File: config.mk
export PLATFORM = sky130hd
export DESIGN_NAME = xlat_walker
export DESIGN_NICKNAME = d
export VERILOG_FILES = /design/src/rtl/xw_pkg.sv /design/src/rtl/xw_perm_check.sv /design/src/rtl/xw_datapath.sv /design/src/rtl/xw_control.sv /design/src/rtl/xlat_walker.sv
export SDC_FILE = /design/constraint.sdc
export NUM_CORES = 1
export LEC_CHECK = 0
export BUFFER_PORTS_ARGS = -buffer_cell sky130_fd_sc_hd__buf_2
export CAP_MARGIN = 10
export CORE_MARGIN = 3
export CORE_UTILIZATION = 40
export DETAILED_ROUTE_END_ITERATION = 6
export GPL_TIMING_DRIVEN = 0
export PLACE_DENSITY_LB_ADDON = 0.1
export SLEW_MARGIN = 20
export SYNTH_ARGS = -nofsm -noshare
export SYNTH_HDL_FRONTEND = slang
export SYNTH_SLANG_ARGS = --single-unit
File: constraint.sdc
create_clock -name clk -period 2.1 [get_ports clk]
set_clock_uncertainty 0.1 [all_clocks]
set_input_delay 0.21 -clock clk [delete_from_list [all_inputs] [get_ports clk]]
set_output_delay 0.21 -clock clk [all_outputs]
set_load 0.005 [all_outputs]
File: src/rtl/xw_pkg.sv
package xw_pkg;

  typedef enum logic [1:0] {
    ACC_FETCH = 2'd0,
    ACC_LOAD  = 2'd1,
    ACC_STORE = 2'd2
  } acc_e;

  typedef enum logic [1:0] {
    ST_IDLE,
    ST_ISSUE,
    ST_WAIT,
    ST_FINISH
  } walk_st_e;

  // Strobes from control to datapath, at most one of the result strobes per cycle
  typedef struct packed {
    logic capture;    // latch the request, load root base and top level
    logic bare;       // with capture: pass the address through untranslated
    logic descend;    // pointer entry: load next base, drop one level
    logic leafOk;     // leaf accepted: record translated address
    logic leafFault;  // walk refused: record fault
  } walk_ctl_t;

  // Entry flag positions
  localparam int FlagV = 0;
  localparam int FlagR = 1;
  localparam int FlagW = 2;
  localparam int FlagX = 3;
  localparam int FlagU = 4;

endpackage

File: src/rtl/xw_perm_check.sv
module xw_perm_check
  import xw_pkg::*;
(
  input  logic flagV,
  input  logic flagR,
  input  logic flagW,
  input  logic flagX,
  input  logic flagU,
  input  acc_e access,
  input  logic isSuper,
  input  logic userOk,
  input  logic execRd,
  output logic isPtr,
  output logic leafOk
);

  logic malformed;
  logic privFault;
  logic rightOk;

  // Invalid entries and the write-without-read code are refused outright
  assign malformed = !flagV || (flagW && !flagR);

  // With W excluded above, no R and no X marks a pointer to the next table
  assign isPtr = !malformed && !flagR && !flagX;

  always_comb begin
    if (flagU) begin
      privFault = isSuper && ((access == ACC_FETCH) || !userOk);
    end else begin
      privFault = !isSuper;
    end
  end

  always_comb begin
    unique case (access)
      ACC_FETCH: rightOk = flagX;
      ACC_LOAD:  rightOk = flagR || (execRd && flagX);
      default:   rightOk = flagW;
    endcase
  end

  assign leafOk = !malformed && !isPtr && !privFault && rightOk;

endmodule

File: src/rtl/xw_datapath.sv
module xw_datapath
  import xw_pkg::*;
#(
  parameter int OFF_W  = 12,
  parameter int VPN_W  = 10,
  parameter int LEVELS = 2,
  parameter int PPN_W  = 22,
  parameter int PTE_W  = 32,
  localparam int VA_W  = OFF_W + LEVELS * VPN_W,
  localparam int PA_W  = PPN_W + OFF_W,
  localparam int LVL_W = (LEVELS > 1) ? $clog2(LEVELS) : 1
) (
  input  logic             clk,
  input  logic             rstN,
  input  walk_ctl_t        ctl,
  input  logic [VA_W-1:0]  reqVaddr,
  input  logic [1:0]       reqAccess,
  input  logic             reqSuper,
  input  logic             reqUserOk,
  input  logic             reqExecRd,
  input  logic [PPN_W-1:0] rootPpn,
  input  logic [PTE_W-1:0] memRspData,
  output logic [PA_W-1:0]  memReqAddr,
  output logic             pteIsPtr,
  output logic             pteLeafOk,
  output logic             atLastLevel,
  output logic [PA_W-1:0]  paddr,
  output logic             fault
);

  localparam int EntryShift = $clog2(PTE_W / 8);
  localparam int FlagBits   = PTE_W - PPN_W;

  logic [VA_W-1:0]  vaQ;
  acc_e             accQ;
  logic             superQ;
  logic             userOkQ;
  logic             execRdQ;
  logic [PPN_W-1:0] basePpnQ;
  logic [LVL_W-1:0] levelQ;
  logic [PA_W-1:0]  paddrQ;
  logic             faultQ;

  logic [PPN_W-1:0] ptePpn;
  logic [VPN_W-1:0] vpnArr [LEVELS];
  logic [PA_W-1:0]  paArr  [LEVELS];
  logic [PA_W-1:0]  vaExt;
  logic [VPN_W-1:0] vpnSel;
  logic             unusedFlags;

  assign ptePpn      = memRspData[PTE_W-1 -: PPN_W];
  assign unusedFlags = ^memRspData[FlagBits-1:FlagU+1];
  assign vaExt       = PA_W'(vaQ);

  // Per-level index fields and leaf address merges
  for (genvar g = 0; g < LEVELS; g++) begin : gLevel
    localparam int LowBits = OFF_W + g * VPN_W;
    localparam logic [PA_W-1:0] LowMask = {{(PA_W - LowBits){1'b0}}, {LowBits{1'b1}}};
    assign vpnArr[g] = vaQ[OFF_W + g * VPN_W +: VPN_W];
    assign paArr[g]  = ({ptePpn, {OFF_W{1'b0}}} & ~LowMask) | (vaExt & LowMask);
  end

  assign vpnSel      = vpnArr[levelQ];
  assign memReqAddr  = {basePpnQ, {OFF_W{1'b0}}} + PA_W'({vpnSel, {EntryShift{1'b0}}});
  assign atLastLevel = (levelQ == '0);

  xw_perm_check u_perm (
    .flagV   (memRspData[FlagV]),
    .flagR   (memRspData[FlagR]),
    .flagW   (memRspData[FlagW]),
    .flagX   (memRspData[FlagX]),
    .flagU   (memRspData[FlagU]),
    .access  (accQ),
    .isSuper (superQ),
    .userOk  (userOkQ),
    .execRd  (execRdQ),
    .isPtr   (pteIsPtr),
    .leafOk  (pteLeafOk)
  );

  always_ff @(posedge clk or negedge rstN) begin
    if (!rstN) begin
      vaQ      <= '0;
      accQ     <= ACC_FETCH;
      superQ   <= 1'b0;
      userOkQ  <= 1'b0;
      execRdQ  <= 1'b0;
      basePpnQ <= '0;
      levelQ   <= '0;
      paddrQ   <= '0;
      faultQ   <= 1'b0;
    end else begin
      if (ctl.capture) begin
        vaQ      <= reqVaddr;
        accQ     <= acc_e'(reqAccess);
        superQ   <= reqSuper;
        userOkQ  <= reqUserOk;
        execRdQ  <= reqExecRd;
        basePpnQ <= rootPpn;
        levelQ   <= LVL_W'(LEVELS - 1);
        faultQ   <= 1'b0;
        paddrQ   <= ctl.bare ? PA_W'(reqVaddr) : '0;
      end
      if (ctl.descend) begin
        basePpnQ <= ptePpn;
        levelQ   <= levelQ - 1'b1;
      end
      if (ctl.leafOk) begin
        paddrQ <= paArr[levelQ];
        faultQ <= 1'b0;
      end
      if (ctl.leafFault) begin
        paddrQ <= '0;
        faultQ <= 1'b1;
      end
    end
  end

  assign paddr = paddrQ;
  assign fault = faultQ;

endmodule

File: src/rtl/xw_control.sv
module xw_control
  import xw_pkg::*;
(
  input  logic      clk,
  input  logic      rstN,
  input  logic      reqValid,
  input  logic      xlatEn,
  input  logic      memRspValid,
  input  logic      pteIsPtr,
  input  logic      pteLeafOk,
  input  logic      atLastLevel,
  output walk_ctl_t ctl,
  output logic      memReqValid,
  output logic      done
);

  walk_st_e stateQ;
  walk_st_e stateNext;

  always_comb begin
    ctl       = '0;
    stateNext = stateQ;
    unique case (stateQ)
      ST_IDLE: begin
        if (reqValid) begin
          ctl.capture = 1'b1;
          if (!xlatEn) begin
            ctl.bare  = 1'b1;
            stateNext = ST_FINISH;
          end else begin
            stateNext = ST_ISSUE;
          end
        end
      end
      ST_ISSUE: begin
        stateNext = ST_WAIT;
      end
      ST_WAIT: begin
        if (memRspValid) begin
          if (pteIsPtr && !atLastLevel) begin
            ctl.descend = 1'b1;
            stateNext   = ST_ISSUE;
          end else if (pteLeafOk) begin
            ctl.leafOk = 1'b1;
            stateNext  = ST_FINISH;
          end else begin
            ctl.leafFault = 1'b1;
            stateNext     = ST_FINISH;
          end
        end
      end
      default: begin
        stateNext = ST_IDLE;
      end
    endcase
  end

  always_ff @(posedge clk or negedge rstN) begin
    if (!rstN) begin
      stateQ <= ST_IDLE;
    end else begin
      stateQ <= stateNext;
    end
  end

  assign memReqValid = (stateQ == ST_ISSUE);
  assign done        = (stateQ == ST_FINISH);

endmodule

File: src/rtl/xlat_walker.sv
module xlat_walker
  import xw_pkg::*;
#(
  parameter int OFF_W  = 12,
  parameter int VPN_W  = 10,
  parameter int LEVELS = 2,
  parameter int PPN_W  = 22,
  parameter int PTE_W  = 32,
  localparam int VA_W  = OFF_W + LEVELS * VPN_W,
  localparam int PA_W  = PPN_W + OFF_W
) (
  input  logic             clk,
  input  logic             rstN,
  input  logic             reqValid,
  input  logic [VA_W-1:0]  reqVaddr,
  input  logic [1:0]       reqAccess,
  input  logic             reqSuper,
  input  logic             reqUserOk,
  input  logic             reqExecRd,
  input  logic             xlatEn,
  input  logic [PPN_W-1:0] rootPpn,
  output logic             memReqValid,
  output logic [PA_W-1:0]  memReqAddr,
  input  logic             memRspValid,
  input  logic [PTE_W-1:0] memRspData,
  output logic             done,
  output logic             fault,
  output logic [PA_W-1:0]  paddr
);

  walk_ctl_t ctl;
  logic      pteIsPtr;
  logic      pteLeafOk;
  logic      atLastLevel;

  xw_control u_ctrl (
    .clk         (clk),
    .rstN        (rstN),
    .reqValid    (reqValid),
    .xlatEn      (xlatEn),
    .memRspValid (memRspValid),
    .pteIsPtr    (pteIsPtr),
    .pteLeafOk   (pteLeafOk),
    .atLastLevel (atLastLevel),
    .ctl         (ctl),
    .memReqValid (memReqValid),
    .done        (done)
  );

  xw_datapath #(
    .OFF_W  (OFF_W),
    .VPN_W  (VPN_W),
    .LEVELS (LEVELS),
    .PPN_W  (PPN_W),
    .PTE_W  (PTE_W)
  ) u_dp (
    .clk         (clk),
    .rstN        (rstN),
    .ctl         (ctl),
    .reqVaddr    (reqVaddr),
    .reqAccess   (reqAccess),
    .reqSuper    (reqSuper),
    .reqUserOk   (reqUserOk),
    .reqExecRd   (reqExecRd),
    .rootPpn     (rootPpn),
    .memRspData  (memRspData),
    .memReqAddr  (memReqAddr),
    .pteIsPtr    (pteIsPtr),
    .pteLeafOk   (pteLeafOk),
    .atLastLevel (atLastLevel),
    .paddr       (paddr),
    .fault       (fault)
  );

endmodule

==> results of run 1 <==
[routing by layer]
layer,up-vias,wire length (um),part of all wire,track usage
met5,-,0,0,0
met4,0,392,0.027,0.09411
met3,29,913,0.063,0.03553
met2,184,6985,0.48,0.4073
met1,2101,6302,0.43,0.3181
li1,2074,-,-,-
[power groups by stage]
| stage | Clock, mW | Sequential [mW] | Combinational (mW) |
|---|---|---|---|
| 2_1_floorplan | 0 | 3.19 | 1.65 |
| 3_3_place_gp | 0 | 3.21 | 2.89 |
| 3_5_place_dp | 0 | 3.25 | 2.96 |
| 4_1_cts | 1.11 | 3.22 | 3.08 |
| 5_1_grt | 1.17 | 3.34 | 3.46 |
| 6_report | 1.07 | 3.23 | 3.06 |
[flip-flops by register name, indices dropped and copies added (netlist names)]
| signal | flops |
|---|---|
| u_ctrl.stateQ | 2 |
| u_dp.accQ | 2 |
| u_dp.basePpnQ | 22 |
| u_dp.execRdQ | 1 |
| u_dp.fault | 1 |
| u_dp.levelQ | 1 |
| u_dp.paddr | 34 |
| u_dp.superQ | 1 |
| u_dp.userOkQ | 1 |
| u_dp.vaQ | 32 |
[what timing repair did]
item	4_1_cts	5_1_grt
resized for setup	1	5
endpoints found under the hold margin	135	0
setup endpoints to repair	9	9
hold buffers	77	0
[worst max-delay path, delay by kind of cell, from the launching register on]
| family | cells | cell delay [ns] |
|---|---|---|
| compound gates | 1 | 0.51 |
| simple gates | 3 | 0.35 |
| buf+inv | 2 | 0.54 |
| flops | 1 | 0.36 |
[per-stage QoR]
step	TNS [ns]	total power, mW
after CTS	0	7.405
final	0	7.363
after detailed placement	0	6.215
after floorplan	0	4.838
after global placement	-31.35	6.099
after global routing	0	7.967
[Yosys cell counts, drive strengths merged, types with 2 or more instances]
cell type and n:
a22oi 23, nand3 3, nor2b 2, inv 3, clkbuf 13, buf 24, mux2 10, a32oi 32
dfrtp 97, o31ai 10, and3 2, a21o 3, nand2 181, o21ai 28, mux2i 10, a21oi 3
[worst min path at each step]
stage                        start          endpoint  slack, ns  cells past startpoint
floorplan                     rstN  u_ctrl.stateQ[0]      -0.19                      0
global placement      reqAccess[0]      u_dp.accQ[0]       0.30                      3
detailed placement            rstN  u_ctrl.stateQ[1]       0.09                      1
CTS                 memRspData[11]  u_dp.basePpnQ[1]     0.0001                      3
global route        memRspData[20]    u_dp.paddr[22]      0.002                      3
finish              memRspData[11]  u_dp.basePpnQ[1]       0.02                      3
[cells by family (layout without fill, tap and decap cells)]
group           after synthesis  count (layout)  synth area share
simple gates                197             197            0.1846
mux                          20              20           0.04881
buf+inv                      40             293           0.04249
compound gates              101             101            0.1662
flops                        97              97            0.5570
other cells                   1               2         0.0008605
[area by class of cell]
type	instances	area share
inverter	3	0.001786
sequential	97	0.3850
tap	136	0.02699
timing repair buffer	237	0.2538
clock buffer	11	0.02084
clock inverter	5	0.005160
buffer	37	0.02818
multi-input combinational	320	0.2782
==> results.tsv, run 1 <==
metric	value	unit
post-route minimum period	1.950	ns
outcome	finished, final reports clean	
RR Endpoint	u_dp.basePpnQ[16]	
CTS clk-pin slew, worst paths	0.10	ns
buffers from clock root to sink, at most	2	
initial core utilization	0.4165	
post-synthesis cell count	456	
MaxCap Viol Count	0	
post-route cell area	0.006305	mm2
synth warn	0	
die height	110.4	um
Worst Path Required	2.28	ns
first-pass GRT wire length	22400	um
Flop pwr share	0.439	
switch share	0.3844	
total number of vias	4388	
dpl cell area	0.005361	mm2
total CTS buffers	9	
clock network power share	0.145	
GRT Resource Usage Total	0.2428	
register-to-register path setup slack	0.15	ns
Slowest-stage cell, CP	a31oi_1	
Final Cycle Share	0.9286	
final setup vio count	0	
DP Worst Slack	0.1386	ns
FF+latch area	0.002427	mm2
most frequent cells in the layout	nand2_1, buf_2, dfrtp_1, dlygate4sd3_1, a32oi_1	
ANT nets after route	0	
post-synthesis cell area	0.004358	mm2
power density over cell area	1168	mW/mm2
max incr delay on CP	0.51	ns
H-tree depth	3	
Sw Pwr	2.830	mW
worst-margin pin slew	0.5965	ns
Slew Limit Headroom	0.6005	
core area	0.01046	mm2
Starting DRT DRC Count	214	
Root Driver	clkbuf_8	
area of the multi-input gates	0.001754	mm2
CP Data Arrival Time	2.13	ns
cell internal pwr	4.533	mW
initial antenna violation count	0	
I/O pin count	167	
Synth top area share	0.5570	
Mean Syn Cell Area	9.557	um2
EDFF count, synth	0	
Lkg Pwr	3.317	nW
worst-path fanout max	10	
reg-to-reg startpoint	u_ctrl.stateQ[1]	
Layout Cells excl Fill	846	
reg2reg path depth	6	
die footprint	0.01218	mm2
most common cell after layout, fill and taps aside	nand2_1	
number of global-route vias before repair	4441	
dominant cells by area after synthesis	dfrtp_1, nand2_1, a32oi_1	
post-synthesis sequential area ratio	0.5570	
DIE WIDTH	110.4	um
ys async rst share	1.000	
share of cells above drive strength 1	0.3028	
NumNets Final	801	
crit end category	flop	
Setup crit end	u_dp.basePpnQ[16]	
final hold violations	0	
Via-to-Cell Ratio	5.187	
Residual DRC	0	
worst hold margin	0.01749	ns
worst-skew pair later-pin latency	0.35	ns
register bit count reported by yosys	97	
pins over their slew limit	0	
Worst Setup SP	u_ctrl.stateQ[1]	
critical path launch point type	flop	
WL final	14590	um
Cell variety after synth	32	
DP HPWL	10150	um
Peak supply drop	0.4532	mV
fill count	952	
WL per Instance	17.25	um
area growth from synthesis to layout	44.67	%
IO buf count	159	
largest net degree at the start of global routing	50	
combinational power share	0.416	
dpl cells	753	
Final Wtd Congestion	0.8501	
TritonCTS Sinks	97	
critical path class	flop to flop	
row count	37	
ys flop type	dfrtp_1	
setup slack after layout	0.1499	ns
ant diodes	0	
Peak Freq	512.8	MHz
CTS tree	yes	
setup repair bufs after CTS	0	
unrepaired setup endpoints after global routing	false	
Synth area leader	dfrtp_1	
worst hold-check path type	input port to flop	
drt first pass iters	5	
CP Cell Sequence	buf_2 > and3b_1 > a31oi_1 > buf_2 > nand2_1 > nand2_1	
total gr overflow	0	
final core occ	0.6026	
No activity file was read; power rests on OpenSTA's default activity.
==> inputs of run 2 (changes only) <==
Settings changed: CTS_BUF_LIST from default to sky130_fd_sc_hd__clkbuf_8, TNS_END_PERCENT from default to 30.
==> results.tsv, run 2 (synthesized netlist as in run 1, its figures left out) <==
metric	value	unit	change
outcome	finished, final reports clean		unchanged
initial core utilization	0.4165		unchanged
DIE WIDTH	110.4	um	unchanged
Peak Freq	507.1	MHz	was 512.8 MHz
ant diodes	0		unchanged
Via-to-Cell Ratio	5.209		was 5.187
clock network power share	0.144		was 0.145
number of flip-flops in the largest register	34		unchanged
post-route minimum period	1.972	ns	was 1.950 ns
die footprint	0.01218	mm2	unchanged
RR Endpoint	u_dp.basePpnQ[16]		unchanged
WL per Instance	17.27	um	was 17.25 um
ANT nets after route	0		unchanged
DP HPWL	10150	um	unchanged
critical path launch point type	flop		unchanged
TritonCTS Sinks	97		unchanged
row count	37		unchanged
total CTS buffers	9		unchanged
dpl cells	753		unchanged
final setup vio count	0		unchanged
area growth from synthesis to layout	44.67	%	unchanged
Buf/Inv on CP	2		unchanged
drt first pass iters	5		unchanged
Lkg Pwr	3.325	nW	was 3.317 nW
IO buf count	159		unchanged
CP Data Arrival Time	2.16	ns	was 2.13 ns
final hold violations	0		unchanged
total number of vias	4407		was 4388
die height	110.4	um	unchanged
CTS clk-pin slew, worst paths	0.09	ns	was 0.10 ns
CP Cell Sequence	buf_2 > and3b_1 > a31oi_1 > buf_2 > nand2_1 > nand2_1		unchanged
core area	0.01046	mm2	unchanged
worst-margin pin slew	0.6229	ns	was 0.5965 ns
critical path class	flop to flop		unchanged
register-to-register path setup slack	0.13	ns	was 0.15 ns
WL final	14610	um	was 14590 um
NumNets Final	801		unchanged
Slowest-stage cell, CP	a31oi_1		unchanged
share of cells above drive strength 1	0.3028		unchanged
crit end category	flop		unchanged
most frequent cells in the layout	nand2_1, buf_2, dfrtp_1, dlygate4sd3_1, a32oi_1		unchanged
Residual DRC	0		unchanged
Worst Path Required	2.28	ns	about the same
final core occ	0.6026		unchanged
GRT Resource Usage Total	0.2428		unchanged
max incr delay on CP	0.53	ns	was 0.51 ns
largest net degree at the start of global routing	50		unchanged
CTS tree	yes		unchanged
initial antenna violation count	0		unchanged
Final Wtd Congestion	0.8501		unchanged
buffers from clock root to sink, at most	2		unchanged
unrepaired setup endpoints after global routing	false		unchanged
Root Driver	clkbuf_8		unchanged
Sw Pwr	2.835	mW	was 2.830 mW
power density over cell area	1167	mW/mm2	was 1168 mW/mm2
Flop pwr share	0.439		about the same
Final Cycle Share	0.9391		was 0.9286
combinational power share	0.417		was 0.416
Starting DRT DRC Count	208		was 214
worst hold-check path type	input port to flop		unchanged
most common cell after layout, fill and taps aside	nand2_1		unchanged
cell internal pwr	4.523	mW	was 4.533 mW
pins over their slew limit	0		unchanged
Layout Cells excl Fill	846		unchanged
worst-path fanout max	10		unchanged
Peak supply drop	0.4532	mV	about the same
Hold Startpoint	memRspData[11]		unchanged
total gr overflow	0		unchanged
number of global-route vias before repair	4441		unchanged
I/O pin count	167		unchanged
first-pass GRT wire length	22400	um	unchanged
MaxCap Viol Count	0		unchanged
H-tree depth	3		unchanged
worst-skew pair later-pin latency	0.35	ns	about the same
WHS Endpoint	u_dp.basePpnQ[1]		unchanged
switch share	0.3852		was 0.3844
reg-to-reg startpoint	u_ctrl.stateQ[1]		unchanged
Worst Hold Depth	3		unchanged
Slew Limit Headroom	0.5828		was 0.6005
CP delay by family, top	buffers and inverters		unchanged
reg2reg path depth	6		unchanged
[run 2: cell types whose count changed in the layout (fill, tap and decap cells not counted)]
cell / change
clkbuf_1: -2
inv_1: +2
[run 2: power groups by stage]
stage                     clock, mW  sequential [mW]  combinational [mW]
after floorplan                   0             3.19                1.65
after global placement            0             3.21                2.89
after detailed placement          0             3.25                2.96
after CTS                      1.10             3.22                3.08
after global routing           1.16             3.34                3.46
final                          1.06             3.23                3.07
[run 2: layout make-up]
type	instances	area, um2
inverters	3	11.26
flip-flops and latches	97	2427
clock inverters	7	40.04
plain buffers	37	177.7
repair buffers	237	1600
fillers	952	4158
well taps	136	170.2
multi-input cells	320	1754
clock buffers	9	123.9
[run 2: worst max-delay path by stage]
| stage | start | endpoint | slack (ns) | depth (start not counted) |
|---|---|---|---|---|
| 6_report | u_ctrl.stateQ[1] | u_dp.basePpnQ[16] | 0.13 | 6 |
| 3_3_place_gp | rstN | u_dp.basePpnQ[17] | -0.33 | 1 |
| 2_1_floorplan | u_dp.levelQ | u_dp.paddr[5] | 0.54 | 6 |
| 3_5_place_dp | u_ctrl.stateQ[1] | u_dp.paddr[27] | 0.14 | 5 |
| 4_1_cts | u_ctrl.stateQ[1] | u_dp.paddr[14] | 0.11 | 5 |
| 5_1_grt | u_dp.accQ[1] | u_dp.paddr[24] | 0.01 | 5 |
[run 2: metal layers]
metal / vias to the layer above / wire length [um] / global-route usage
met5: - / 0 / 0
met4: 0 / 393 / 0.09411
met3: 29 / 845 / 0.03553
met2: 176 / 7059 / 0.4073
met1: 2131 / 6309 / 0.3181
li1: 2071 / - / -
[run 2: repair_timing]
| action | CTS | global route |
|---|---|---|
| endpoints found under the setup margin | 9 | 9 |
| endpoints found under the hold margin | 135 | 0 |
| gates resized for setup | 1 | 5 |
| buffers inserted | 0 | 0 |
| gates cloned | 0 | 0 |
| hold buffers | 77 | 0 |
[run 2: tightest hold or removal path, cell delays in order]
cell     delay, ns
buf_2         0.11
a22oi_1       0.07
nand2_1       0.06
[run 2: per-stage QoR]
| stage | area [um2] | setup WS [ns] | TNS (ns) | hold slack (ns) | total power [mW] |
|---|---|---|---|---|---|
| 2_1_floorplan | 4362 | 0.5357 | 0 | -0.1856 | 4.838 |
| 3_3_place_gp | 5328 | -0.3276 | -31.35 | 0.3042 | 6.099 |
| 3_5_place_dp | 5361 | 0.1386 | 0 | 0.08860 | 6.215 |
| 4_1_cts | 6297 | 0.1063 | 0 | 0.0001288 | 7.396 |
| 5_1_grt | 6305 | 0.01185 | 0 | 0.001536 | 7.958 |
| 6_report | 6305 | 0.1278 | 0 | 0.02303 | 7.358 |
==> inputs of run 3 (changes only) <==
Clock period 2.1 ns to 2.2 ns, I/O delays scaled along.
==> results.tsv, run 3 (synthesized netlist as in run 1, its figures left out) <==
metric	value	unit	change
Slowest-stage cell, CP	clkbuf_1		was a31oi_1
power density over cell area	1119	mW/mm2	was 1167 mW/mm2
CP Cell Sequence	buf_2 > nor3b_2 > clkbuf_1 > a22oi_1 > nand2_1		was buf_2 > and3b_1 > a31oi_1 > buf_2 > nand2_1 > nand2_1
max incr delay on CP	0.55	ns	was 0.53 ns
Buf/Inv on CP	2		unchanged
IO buf count	159		unchanged
critical path launch point type	flop		unchanged
most frequent cells in the layout	nand2_1, buf_2, dfrtp_1, dlygate4sd3_1, a32oi_1		unchanged
WL per Instance	17.13	um	was 17.27 um
dpl cell area	0.005361	mm2	unchanged
total gr overflow	0		unchanged
Peak Freq	497.6	MHz	was 507.1 MHz
worst-skew pair later-pin latency	0.35	ns	about the same
MaxCap Viol Count	0		unchanged
die height	110.4	um	unchanged
I/O pin count	167		unchanged
WL final	14430	um	was 14610 um
crit end category	flop		unchanged
DP HPWL	10150	um	unchanged
H-tree depth	3		unchanged
initial antenna violation count	0		unchanged
row count	37		unchanged
core area	0.01046	mm2	unchanged
Residual DRC	0		unchanged
TritonCTS Sinks	97		unchanged
dpl cells	753		unchanged
largest net degree at the start of global routing	50		unchanged
buffers from clock root to sink, at most	2		unchanged
outcome	finished, final reports clean		unchanged
first-pass GRT wire length	22110	um	was 22400 um
worst-margin pin slew	0.7403	ns	was 0.6229 ns
number of global-route vias before repair	4382		was 4441
CTS tree	yes		unchanged
post-route minimum period	2.009	ns	was 1.972 ns
worst-path fanout max	10		unchanged
area growth from synthesis to layout	43.58	%	was 44.67%
Slew Limit Headroom	0.5027		was 0.5828
number of flip-flops in the largest register	34		unchanged
final setup vio count	0		unchanged
pins over their slew limit	0		unchanged
Root Driver	clkbuf_8		unchanged
Layout Cells excl Fill	842		was 846
total CTS buffers	9		unchanged
drt first pass iters	5		unchanged
Worst Path Required	2.38	ns	was 2.28 ns
Peak supply drop	0.4311	mV	was 0.4532 mV
Final Wtd Congestion	0.8501		unchanged
Via-to-Cell Ratio	5.188		was 5.209
total number of vias	4368		was 4407
CP Data Arrival Time	2.19	ns	was 2.16 ns
unrepaired setup endpoints after global routing	false		unchanged
fill count	955		was 952
critical path class	flop to flop		unchanged
CP delay by family, top	buffers and inverters		unchanged
ANT nets after route	0		unchanged
most common cell after layout, fill and taps aside	nand2_1		unchanged
NumNets Final	797		was 801
Lkg Pwr	3.302	nW	was 3.325 nW
Final Cycle Share	0.9134		was 0.9391
DIE WIDTH	110.4	um	unchanged
initial core utilization	0.4165		unchanged
share of cells above drive strength 1	0.3003		was 0.3028
CTS clk-pin slew, worst paths	0.09	ns	about the same
worst hold-check path type	input port to flop		unchanged
Starting DRT DRC Count	230		was 208
setup repair bufs after CTS	0		unchanged
post-route cell area	0.006257	mm2	was 0.006305 mm2
GRT Resource Usage Total	0.2391		was 0.2428
ant diodes	0		unchanged
die footprint	0.01218	mm2	unchanged
final hold violations	0		unchanged
[run 3: changes by cell type in the layout (fill, tap and decap cells not counted), sizes merged]
cell and change:
dlygate4sd3 -4, buf -1, clkbuf +1
[run 3: worst paths after layout]
check	startpoint	to	slack, ns	cells past startpoint
max	u_ctrl.stateQ[1]	u_dp.basePpnQ[13]	0.19	5
min	memRspData[13]	u_dp.basePpnQ[3]	0.02	3
max reg2reg	u_ctrl.stateQ[1]	u_dp.basePpnQ[13]	0.19	5
min reg2reg	u_dp.basePpnQ[7]	u_dp.basePpnQ[7]	0.38	2
max in group asynchronous	rstN	u_dp.basePpnQ[13]	1.12	3
min in group asynchronous	rstN	u_ctrl.stateQ[1]	0.27	2
[run 3: per-layer routing]
layer / GRT usage / part of all wire / vias up / routed length, um
met1: 0.3170 / 0.44 / 2118 / 6292
li1: - / - / 2066 / -
met2: 0.3995 / 0.48 / 165 / 6995
met3: 0.03494 / 0.059 / 19 / 850
met4: 0.08707 / 0.020 / 0 / 286
met5: 0 / 0 / - / 0
[run 3: power breakdown]
part           internal [mW]  switching (mW)  leakage (nW)
registers               2.59           0.494          1.24
logic                   1.32            1.59          1.98
clock network          0.400           0.611        0.0836
[run 3: timing repair]
item	in CTS	in global routing
setup endpoints to repair	0	9
hold buffers	73	0
hold endpoints to repair	130	0
resized for setup	0	1
[run 3: layout make-up]
| class | instances | area [um2] | share of cell area |
|---|---|---|---|
| sequential | 97 | 2427 | 0.3879 |
| tap | 136 | 170.2 | 0.02719 |
| inverter | 3 | 11.26 | 0.001800 |
| clock inverter | 7 | 40.04 | 0.006399 |
| clock buffer | 9 | 123.9 | 0.01980 |
| buffer | 37 | 175.2 | 0.02799 |
| timing repair buffer | 233 | 1560 | 0.2494 |
| multi-input combinational | 320 | 1749 | 0.2795 |
[run 3: stage by stage]
stage / setup TNS, ns / hold slack, ns / util / setup WS, ns / power (mW)
floorplan: 0 / -0.1756 / - / 0.6357 / 4.618
global placement: -22.62 / 0.3142 / 0.5092 / -0.2376 / 5.822
detailed placement: 0 / 0.09860 / 0.5124 / 0.2386 / 5.933
CTS: 0 / 0.003120 / 0.5979 / 0.04714 / 7.053
global route: 0 / 0.005736 / 0.5981 / 0.04566 / 7.578
finish: 0 / 0.02013 / 0.5981 / 0.1905 / 7.000
[run 3: worst reg2reg max path: stages (launching register included)]
cell	delay, ns
dfrtp_1	0.36
buf_2	0.17
nor3b_2	0.45
clkbuf_1	0.55
a22oi_1	0.21
nand2_1	0.10
